[src/rtl/audio_rx_pkg.sv]
package audio_rx_pkg;

    // Per-channel capture controller states
    typedef enum logic [1:0] {
        RX_IDLE  = 2'd0,  // channel select inactive
        RX_SHIFT = 2'd1,  // select active, gathering bits
        RX_FULL  = 2'd2   // word taken, waiting for select to drop
    } rx_state_e;

    // Channel index convention used by the top level
    localparam int CH_LEFT  = 0;
    localparam int CH_RIGHT = 1;
    localparam int N_CH     = 2;

endpackage

[src/rtl/serial_in_sync.sv]
module serial_in_sync #(
    parameter int N_SIG  = 3,
    parameter int STAGES = 2
) (
    input  logic             clk,
    input  logic             rst_n,
    input  logic [N_SIG-1:0] async_i,
    output logic [N_SIG-1:0] sync_o
);

    logic [N_SIG-1:0] stage_q [STAGES];

    always_ff @(posedge clk or negedge rst_n) begin
        if (!rst_n) begin
            for (int s = 0; s < STAGES; s++) begin
                stage_q[s] <= '0;
            end
        end else begin
            stage_q[0] <= async_i;
            for (int s = 1; s < STAGES; s++) begin
                stage_q[s] <= stage_q[s-1];
            end
        end
    end

    assign sync_o = stage_q[STAGES-1];

endmodule

[src/rtl/sclk_edge_det.sv]
module sclk_edge_det (
    input  logic clk,
    input  logic rst_n,
    input  logic sck_i,
    output logic rise_o
);

    logic prev_q;

    always_ff @(posedge clk or negedge rst_n) begin
        if (!rst_n) begin
            prev_q <= 1'b0;
        end else begin
            prev_q <= sck_i;
        end
    end

    assign rise_o = sck_i & ~prev_q;

    // A rising edge needs the clock to have been low the cycle before
    p_rise_gap_r8: assert property (@(posedge clk) disable iff (!rst_n)
        rise_o |=> !rise_o);

endmodule

[src/rtl/chan_capture.sv]
module chan_capture
    import audio_rx_pkg::*;
#(
    parameter int WORD_W          = 16,
    parameter bit SEL_ACTIVE_HIGH = 1'b0
) (
    input  logic              clk,
    input  logic              rst_n,
    input  logic              sel_i,
    input  logic              data_i,
    input  logic              rise_i,
    output logic [WORD_W-1:0] word_o,
    output logic              valid_o
);

    localparam int              CNT_W    = $clog2(WORD_W + 1);
    localparam logic [CNT_W-1:0] LAST_IDX = CNT_W'(WORD_W - 1);

    rx_state_e         state_q, state_d;
    logic [CNT_W-1:0]  cnt_q;
    logic [WORD_W-1:0] shreg_q;
    logic              act;
    logic              take;
    logic              last_bit;

    // Effective select: polarity chosen per channel
    if (SEL_ACTIVE_HIGH) begin : g_sel_hi
        assign act = sel_i;
    end else begin : g_sel_lo
        assign act = ~sel_i;
    end

    assign take     = act && rise_i && (state_q != RX_FULL);
    assign last_bit = take && (cnt_q == LAST_IDX);

    // Next-state logic
    always_comb begin
        state_d = state_q;
        unique case (state_q)
            RX_IDLE: begin
                if (act) begin
                    state_d = last_bit ? RX_FULL : RX_SHIFT;
                end
            end
            RX_SHIFT: begin
                if (!act) begin
                    state_d = RX_IDLE;
                end else if (last_bit) begin
                    state_d = RX_FULL;
                end
            end
            RX_FULL: begin
                if (!act) begin
                    state_d = RX_IDLE;
                end
            end
            default: state_d = RX_IDLE;
        endcase
    end

    // State register
    always_ff @(posedge clk or negedge rst_n) begin
        if (!rst_n) begin
            state_q <= RX_IDLE;
        end else begin
            state_q <= state_d;
        end
    end

    // Bit counter and shift register
    always_ff @(posedge clk or negedge rst_n) begin
        if (!rst_n) begin
            cnt_q   <= '0;
            shreg_q <= '0;
        end else if (!act) begin
            cnt_q <= '0;
        end else if (take) begin
            shreg_q <= {shreg_q[WORD_W-2:0], data_i};
            cnt_q   <= last_bit ? '0 : cnt_q + 1'b1;
        end
    end

    // Outputs
    always_ff @(posedge clk or negedge rst_n) begin
        if (!rst_n) begin
            word_o  <= '0;
            valid_o <= 1'b0;
        end else begin
            valid_o <= last_bit;
            if (last_bit) begin
                word_o <= {shreg_q[WORD_W-2:0], data_i};
            end
        end
    end

    p_cnt_range_r3: assert property (@(posedge clk) disable iff (!rst_n)
        cnt_q <= LAST_IDX);

    p_cnt_clear_r4: assert property (@(posedge clk) disable iff (!rst_n)
        !act |=> (cnt_q == '0) && (state_q == RX_IDLE));

    p_single_pulse_r5: assert property (@(posedge clk) disable iff (!rst_n)
        valid_o |=> !valid_o);

    p_hold_word_r6: assert property (@(posedge clk) disable iff (!rst_n)
        !valid_o |-> $stable(word_o));

    p_full_ignores_r7: assert property (@(posedge clk) disable iff (!rst_n)
        (state_q == RX_FULL) && act |=> !valid_o);

endmodule

[src/rtl/dual_select_audio_rx.sv]
module dual_select_audio_rx
    import audio_rx_pkg::*;
#(
    parameter int WORD_W      = 16,
    parameter int SYNC_STAGES = 2
) (
    input  logic              clk,
    input  logic              rst_n,
    input  logic              ser_clk,
    input  logic              ser_data,
    input  logic              word_sel,
    output logic [WORD_W-1:0] left_word,
    output logic              left_valid,
    output logic [WORD_W-1:0] right_word,
    output logic              right_valid
);

    localparam int N_SER = 3;
    localparam int B_SCK = 0;
    localparam int B_DAT = 1;
    localparam int B_SEL = 2;

    logic [N_SER-1:0]  ser_raw;
    logic [N_SER-1:0]  ser_sync;
    logic              sck_rise;
    logic [WORD_W-1:0] word_arr  [N_CH];
    logic              valid_arr [N_CH];

    assign ser_raw[B_SCK] = ser_clk;
    assign ser_raw[B_DAT] = ser_data;
    assign ser_raw[B_SEL] = word_sel;

    serial_in_sync #(
        .N_SIG  (N_SER),
        .STAGES (SYNC_STAGES)
    ) u_sync (
        .clk     (clk),
        .rst_n   (rst_n),
        .async_i (ser_raw),
        .sync_o  (ser_sync)
    );

    sclk_edge_det u_edge (
        .clk    (clk),
        .rst_n  (rst_n),
        .sck_i  (ser_sync[B_SCK]),
        .rise_o (sck_rise)
    );

    // Left channel sees select active-high, right channel active-low
    for (genvar ch = 0; ch < N_CH; ch++) begin : g_chan
        chan_capture #(
            .WORD_W          (WORD_W),
            .SEL_ACTIVE_HIGH (ch == CH_LEFT)
        ) u_cap (
            .clk     (clk),
            .rst_n   (rst_n),
            .sel_i   (ser_sync[B_SEL]),
            .data_i  (ser_sync[B_DAT]),
            .rise_i  (sck_rise),
            .word_o  (word_arr[ch]),
            .valid_o (valid_arr[ch])
        );
    end

    assign left_word   = word_arr[CH_LEFT];
    assign left_valid  = valid_arr[CH_LEFT];
    assign right_word  = word_arr[CH_RIGHT];
    assign right_valid = valid_arr[CH_RIGHT];

    p_one_channel_r2: assert property (@(posedge clk) disable iff (!rst_n)
        !(left_valid && right_valid));

endmodule

[config.mk]
export PLATFORM = sky130hd
export DESIGN_NAME = dual_select_audio_rx
export DESIGN_NICKNAME = d
export VERILOG_FILES = /design/src/rtl/audio_rx_pkg.sv /design/src/rtl/serial_in_sync.sv /design/src/rtl/sclk_edge_det.sv /design/src/rtl/chan_capture.sv /design/src/rtl/dual_select_audio_rx.sv
export SDC_FILE = /design/constraint.sdc
export NUM_CORES = 1
export LEC_CHECK = 0
export BUFFER_PORTS_ARGS = -buffer_cell sky130_fd_sc_hd__buf_2
export CORE_ASPECT_RATIO = 1.25
export CORE_MARGIN = 4
export CORE_UTILIZATION = 55
export DETAILED_ROUTE_END_ITERATION = 10
export GPL_ROUTABILITY_DRIVEN = 0
export PLACE_DENSITY = 0.86
export SYNTH_ARGS = -nofsm -noshare
export SYNTH_HDL_FRONTEND = slang
export SYNTH_SLANG_ARGS = --single-unit
[constraint.sdc]
create_clock -name clk -period 3.5 [get_ports clk]
set_input_delay 0.35 -clock clk [delete_from_list [all_inputs] [get_ports clk]]
set_output_delay 0.35 -clock clk [all_outputs]
set_load 0.02 [all_outputs]
After elaboration in Yosys (flattened, before gate mapping)
Index checks and enable logic that the tools add are counted.
W data, S select, Z words.

storage, ports and cells
  register bits = 85
  bits of input ports = 5
  output and inout bits = 34
  word-level logic and storage cells = 64

operators by class
  add/subtract/negate cells = 2
  eq/ne operators = 15
  mux-type cells = 18
  bitwise logic cells = 3
  reduce and logical (&&, ||, !) cells = 13

operators with widths
  operator               number
  $mux W5                6
  $mux W2                10
  $ne A2 B2 Y1 const B   6
  $pmux W2 S3            2
  $add A5 B1 Y5 const B  2
  $eq A5 B4 Y1 const B   2
  $logic_and A1 B1 Y1    6
  $ne A3 B2 Y1 const B   2
  $reduce_and A3 Y1      2
  $eq A2 B1 Y1 const B   2
  $eq A2 B2 Y1 const B   2
  $logic_not A2 Y1       2
  $reduce_and A2 Y1      2
  $ne A2 B1 Y1 const B   1
  $not A1 Y1             2
  $reduce_bool A2 Y1     1
  $and A1 B1 Y1          1

Logic depth before layout (Yosys ltp)
  word-level depth = 8
  gate-level depth with buffers = 5
  depth with buffers taken out = 4

By module
Synthesis repeated with hierarchy kept, for this count alone.

second synthesis, totals
  cell total of the unflattened synthesis = 213
  area total of the unflattened synthesis = 3,423.3 um^2

modules (own cells, without submodules)
  module                           times used  cells each  area each (um^2)  seq. area each (um^2)
  chan_capture at g_chan[1].u_cap  1           102         1,615.3           975.9
  chan_capture at g_chan[0].u_cap  1           100         1,596.5           975.9
  serial_in_sync                   1           9           172.7             150.1
  sclk_edge_det                    1           2           38.8              25.0

Worst setup path after synthesis
OpenSTA, ideal clock, no wires.

  kind = flip-flop to flip-flop
  from = register g_chan[1].u_cap.cnt_q[0]
  to = register g_chan[1].u_cap.word_o[10]
  library setup time = 0.125 ns
  arrival = 1.653 ns
  data required time = 3.375 ns
  path slack = 1.721 ns
  cell stages (with the launch flop) = 6
  buffers on the path = 1
  clock period less this slack = 1.779 ns
  cells stage by stage = dfrtp_1 > ha_1 > nand4b_1 > nor4_4 > buf_6 > mux2_4

between the ends
  cells in the longest elaborated chain, start to end = 2

ends and longest elaborated chain
  what                                line                source
  start: declaration                  chan_capture.sv:20  logic [CNT_W-1:0] cnt_q;
  start signal: assignment            chan_capture.sv:79  cnt_q <= last_bit ? '0 : cnt_q + 1'b1;
  $eq A5 B4 Y1                        chan_capture.sv:34  assign last_bit = take && (cnt_q == LAST_IDX);
  $logic_and A1 B1 Y1                 chan_capture.sv:34
  named net g_chan[1].u_cap.last_bit  chan_capture.sv:24  logic last_bit;
  end signal: assignment              chan_capture.sv:91  word_o <= {shreg_q[WORD_W-2:0], data_i};
  end: declaration                    chan_capture.sv:12  output logic [WORD_W-1:0] word_o,

The timed path passes the listed nets, and every way through them passes these cells.
A chain may end at the register's enable or synchronous reset.

Final worst setup path
  from = register u_edge.prev_q
  to = register g_chan[1].u_cap.shreg_q[0]

between the ends
  cells in the longest elaborated chain, start to end = 5

ends and longest elaborated chain
  what                                line                 source
  start: declaration                  sclk_edge_det.sv:8   logic prev_q;
  start signal: assignment            sclk_edge_det.sv:14  prev_q <= sck_i;
  $not A1 Y1                          sclk_edge_det.sv:18  assign rise_o = sck_i & ~prev_q;
  $and A1 B1 Y1                       sclk_edge_det.sv:18
  $logic_and A1 B1 Y1 (2 in a row)    chan_capture.sv:33   assign take = act && rise_i && (state_q != RX_FULL);
  $reduce_and A2 Y1 (no source line)  n/a
  end signal: assignment              chan_capture.sv:78   shreg_q <= {shreg_q[WORD_W-2:0], data_i};
  end: declaration                    chan_capture.sv:21   logic [WORD_W-1:0] shreg_q;

Every way passes these cells.

==> impl_metrics.env <==
export IMPL_setup_viol=0
export IMPL_drc=0
export IMPL_synth_top_area_share_pct=64.3
export IMPL_grt_max_degree=86
export IMPL_maxCapViolations=0
export IMPL_ant_nets=0
export IMPL_netlist_top_cells_area="dfrtp_1 (64%), mux2_2 (18%), mux2_4 (4.1%), a21oi_1 (0.91%), nand4b_1 (0.79%)"
export IMPL_synth_cell_types=34
export IMPL_drtIter0Drc=116
export IMPL_cts_path_max_buffers=2
export IMPL_synth_area_per_cell_um2=15.4
export IMPL_die_w_um=77.4
export IMPL_period_share_pct=64.4
export IMPL_fin_util_pct=64.5
export IMPL_cp_required_ns=3.74
export IMPL_synth_xor_area_share_pct=0
export IMPL_drtPass1Iterations=4
export IMPL_netlist_area_mm2=0.00331
export IMPL_yosys_warnings=0
export IMPL_worst_slack_ns=1.25
export IMPL_finalMaxSlewViolations=0
export IMPL_die_h_um=94.7
export IMPL_p_leak_nw=1.91
export IMPL_grt_antenna_before_repair=0
export IMPL_ctsResizeCount=0
export IMPL_peakVddDrop_uv=341
export IMPL_power_mw=2.01
export IMPL_max_stage_delay_ns=0.92
export IMPL_arrival_ns=2.49
export IMPL_holdBufCountCts=0
export IMPL_ys_seq_area_share_pct=64.3
export IMPL_pin_count=39
export IMPL_numCtsBuffers=9
export IMPL_grt_overflow=0
export IMPL_routedWlPerCell_um=15.9
export IMPL_initial_core_util_pct=56.9
export IMPL_period_minus_slack_ns=2.25
export IMPL_synth_simple_area_share_pct=6.58
export IMPL_cts_tree="built"
export IMPL_grt_pass1_wl_mm=9.23
export IMPL_post_dp_hpwl_mm=3.33
export IMPL_finalHoldViolations=0
export IMPL_grt_total_usage_pct=16.5
export IMPL_synth_top_family_by_area="multiplexers"
export IMPL_postCtsSetupBuffers=0
export IMPL_postSynth_asyncResetShare_pct=100
export IMPL_synth_adder_area_share_pct=0.756
export IMPL_power_density_mw_per_mm2=536
export IMPL_syn_num_nets=222
export IMPL_fillers=418
export IMPL_clkSlewWorstSetupHoldPaths_ns=0.07
export IMPL_tightest_slew_ns=1.06
export IMPL_dp_slack_ns=1.24
export IMPL_fmax_mhz=444
export IMPL_crit_chain="nand2b_1, nor3_2, mux2_2"
export IMPL_synth_edf_count=0
export IMPL_fin_cells=326
export IMPL_place_area_mm2=0.00354
export IMPL_clock_sinks=85
export IMPL_drive_gt1_share_pct=45.8
export IMPL_criticalPathCategory="register to register"
export IMPL_status="finished clean"
export IMPL_cts_root_buf="clkbuf_8"
export IMPL_dp_cells=311
export IMPL_ys_ff_latch=85
export IMPL_rsz0062_at_grt="no"
export IMPL_design_area_mm2=0.00375
export IMPL_clock_latency_ns=0.36
export IMPL_slew_headroom_pct=28.9
export IMPL_min_path_type="primary input to register"
export IMPL_synth_top_area_cell="dfrtp_1"
export IMPL_cp_end_kind="register"
export IMPL_muxShareOfSynthArea_pct=22.1
export IMPL_synth_ff_type="dfrtp_1"
export IMPL_fin_worst_skew_ns=0.0122
export IMPL_dr_total_vias=1858
export IMPL_rows=31
export IMPL_area_delta_synth_final_pct=13.4
export IMPL_fin_tns_setup_ns=0
export IMPL_nets=263
export IMPL_die_area_mm2=0.00733
export IMPL_whs_ns=0.101
export IMPL_num_antenna_cells=0
export IMPL_synthCells=215
export IMPL_core_mm2=0.00582
export IMPL_critical_path_slowest_cell="nor3_2"
export IMPL_synth_compound_area_share_pct=4.05
export IMPL_start_kind="register"
export IMPL_drt_wl_total_mm=5.19
export IMPL_cts_htree_levels=3
export IMPL_portBuffers=38
export IMPL_worst_path_max_fanout=18
export IMPL_grt_pass1_vias=1960
export IMPL_via_per_inst=5.70
## critical path: cells and delay by family, from the launching register on
kind,cells,cell delay [ns]
and+or+nand+nor,2,1.34
muxes,1,0.43
DFF,1,0.37
## cell families (layout without fill, tap and decap cells)
kind of cell | count (synthesis) | in the layout
compound gates | 21 | 21
fa+ha+maj | 2 | 2
buf+inv | 14 | 59
flops | 85 | 85
mux | 62 | 62
simple gates | 31 | 31
## Yosys cell counts, types with 2 or more instances
cell / number
o211ai_1: 2
nand2_1: 4
nor2b_1: 2
o21ai_0: 4
buf_1: 2
a31oi_1: 2
inv_1: 5
mux2_4: 9
a21oi_1: 6
clkbuf_1: 3
buf_6: 2
or3_1: 2
nand4b_1: 3
nand2b_1: 3
nor3_1: 3
or4_1: 3
o31ai_1: 3
ha_1: 2
dfrtp_1: 85
nand3_1: 4
mux2_2: 53
## routing by layer
metal,routed length (µm),vias to the layer above,global-route usage (%)
met4,145,0,9.64
met3,202,13,4.10
met2,2560,37,25.7
met1,2280,948,21.0
met5,0,-,0
li1,-,860,-
## where the power goes
| part | internal (mW) | total [mW] | switching [mW] |
|---|---|---|---|
| Clock | 0.416 | 0.737 | 0.320 |
| Combinational | 0.0771 | 0.129 | 0.0524 |
| Sequential | 1.08 | 1.15 | 0.0688 |
| Total | 1.57 | 2.01 | 0.442 |
## sequential cells by signal, summed over array words and instances, names as in the netlist
| name | cells |
|---|---|
| g_chan.u_cap.word_o | 32 |
| g_chan.u_cap.shreg_q | 30 |
| g_chan.u_cap.cnt_q | 10 |
| g_chan.u_cap.state_q | 4 |
| u_sync.stage_q | 3 |
| u_sync.sync_o | 3 |
| g_chan.u_cap.valid_o | 2 |
| u_edge.prev_q | 1 |
## final timing paths
path,startpoint,end,slack [ns],depth (start not counted)
worst min register to register,u_sync.stage_q[5]$_DFF_PN0_,u_sync.sync_o[2]$_DFF_PN0_,0.35,0
max in group asynchronous,rst_n,g_chan[1].u_cap.shreg_q[3]$_DFFE_PN0P_,2.71,1
worst max-delay path,u_edge.prev_q$_DFF_PN0_,g_chan[1].u_cap.shreg_q[0]$_DFFE_PN0P_,1.25,3
worst min-delay path,ser_clk,u_sync.stage_q[3]$_DFF_PN0_,0.10,1
min in group asynchronous,rst_n,g_chan[0].u_cap.word_o[7]$_DFFE_PN0P_,0.17,1
worst max register to register,u_edge.prev_q$_DFF_PN0_,g_chan[1].u_cap.shreg_q[0]$_DFFE_PN0P_,1.25,3
## cells in the final DEF, fill, tap and decap left out, types with 2 or more instances in the layout
cell type	instances
or4_1	3
nand4b_1	3
clkbuf_8	10
bufinv_16	2
buf_4	2
o211ai_1	2
buf_2	37
nand2b_1	3
nor3_1	3
nand3_1	4
or3_1	2
ha_1	2
nand2_1	4
a31oi_1	2
dfrtp_1	85
mux2_2	53
a21oi_1	6
inv_1	5
mux2_4	9
o21ai_0	4
nor2b_1	2
o31ai_1	3
## layout make-up
cell class | count | area (µm²) | share of cell area, %
Inverter | 5 | 18.8 | 0.500
Sequential cell | 85 | 2130 | 56.7
Tap cell | 66 | 82.6 | 2.20
Multi-Input combinational cell | 116 | 1110 | 29.6
Timing Repair Buffer | 39 | 200 | 5.34
Clock inverter | 4 | 72.6 | 1.93
Clock buffer | 11 | 141 | 3.77
Power figures use the tool's default switching activity.
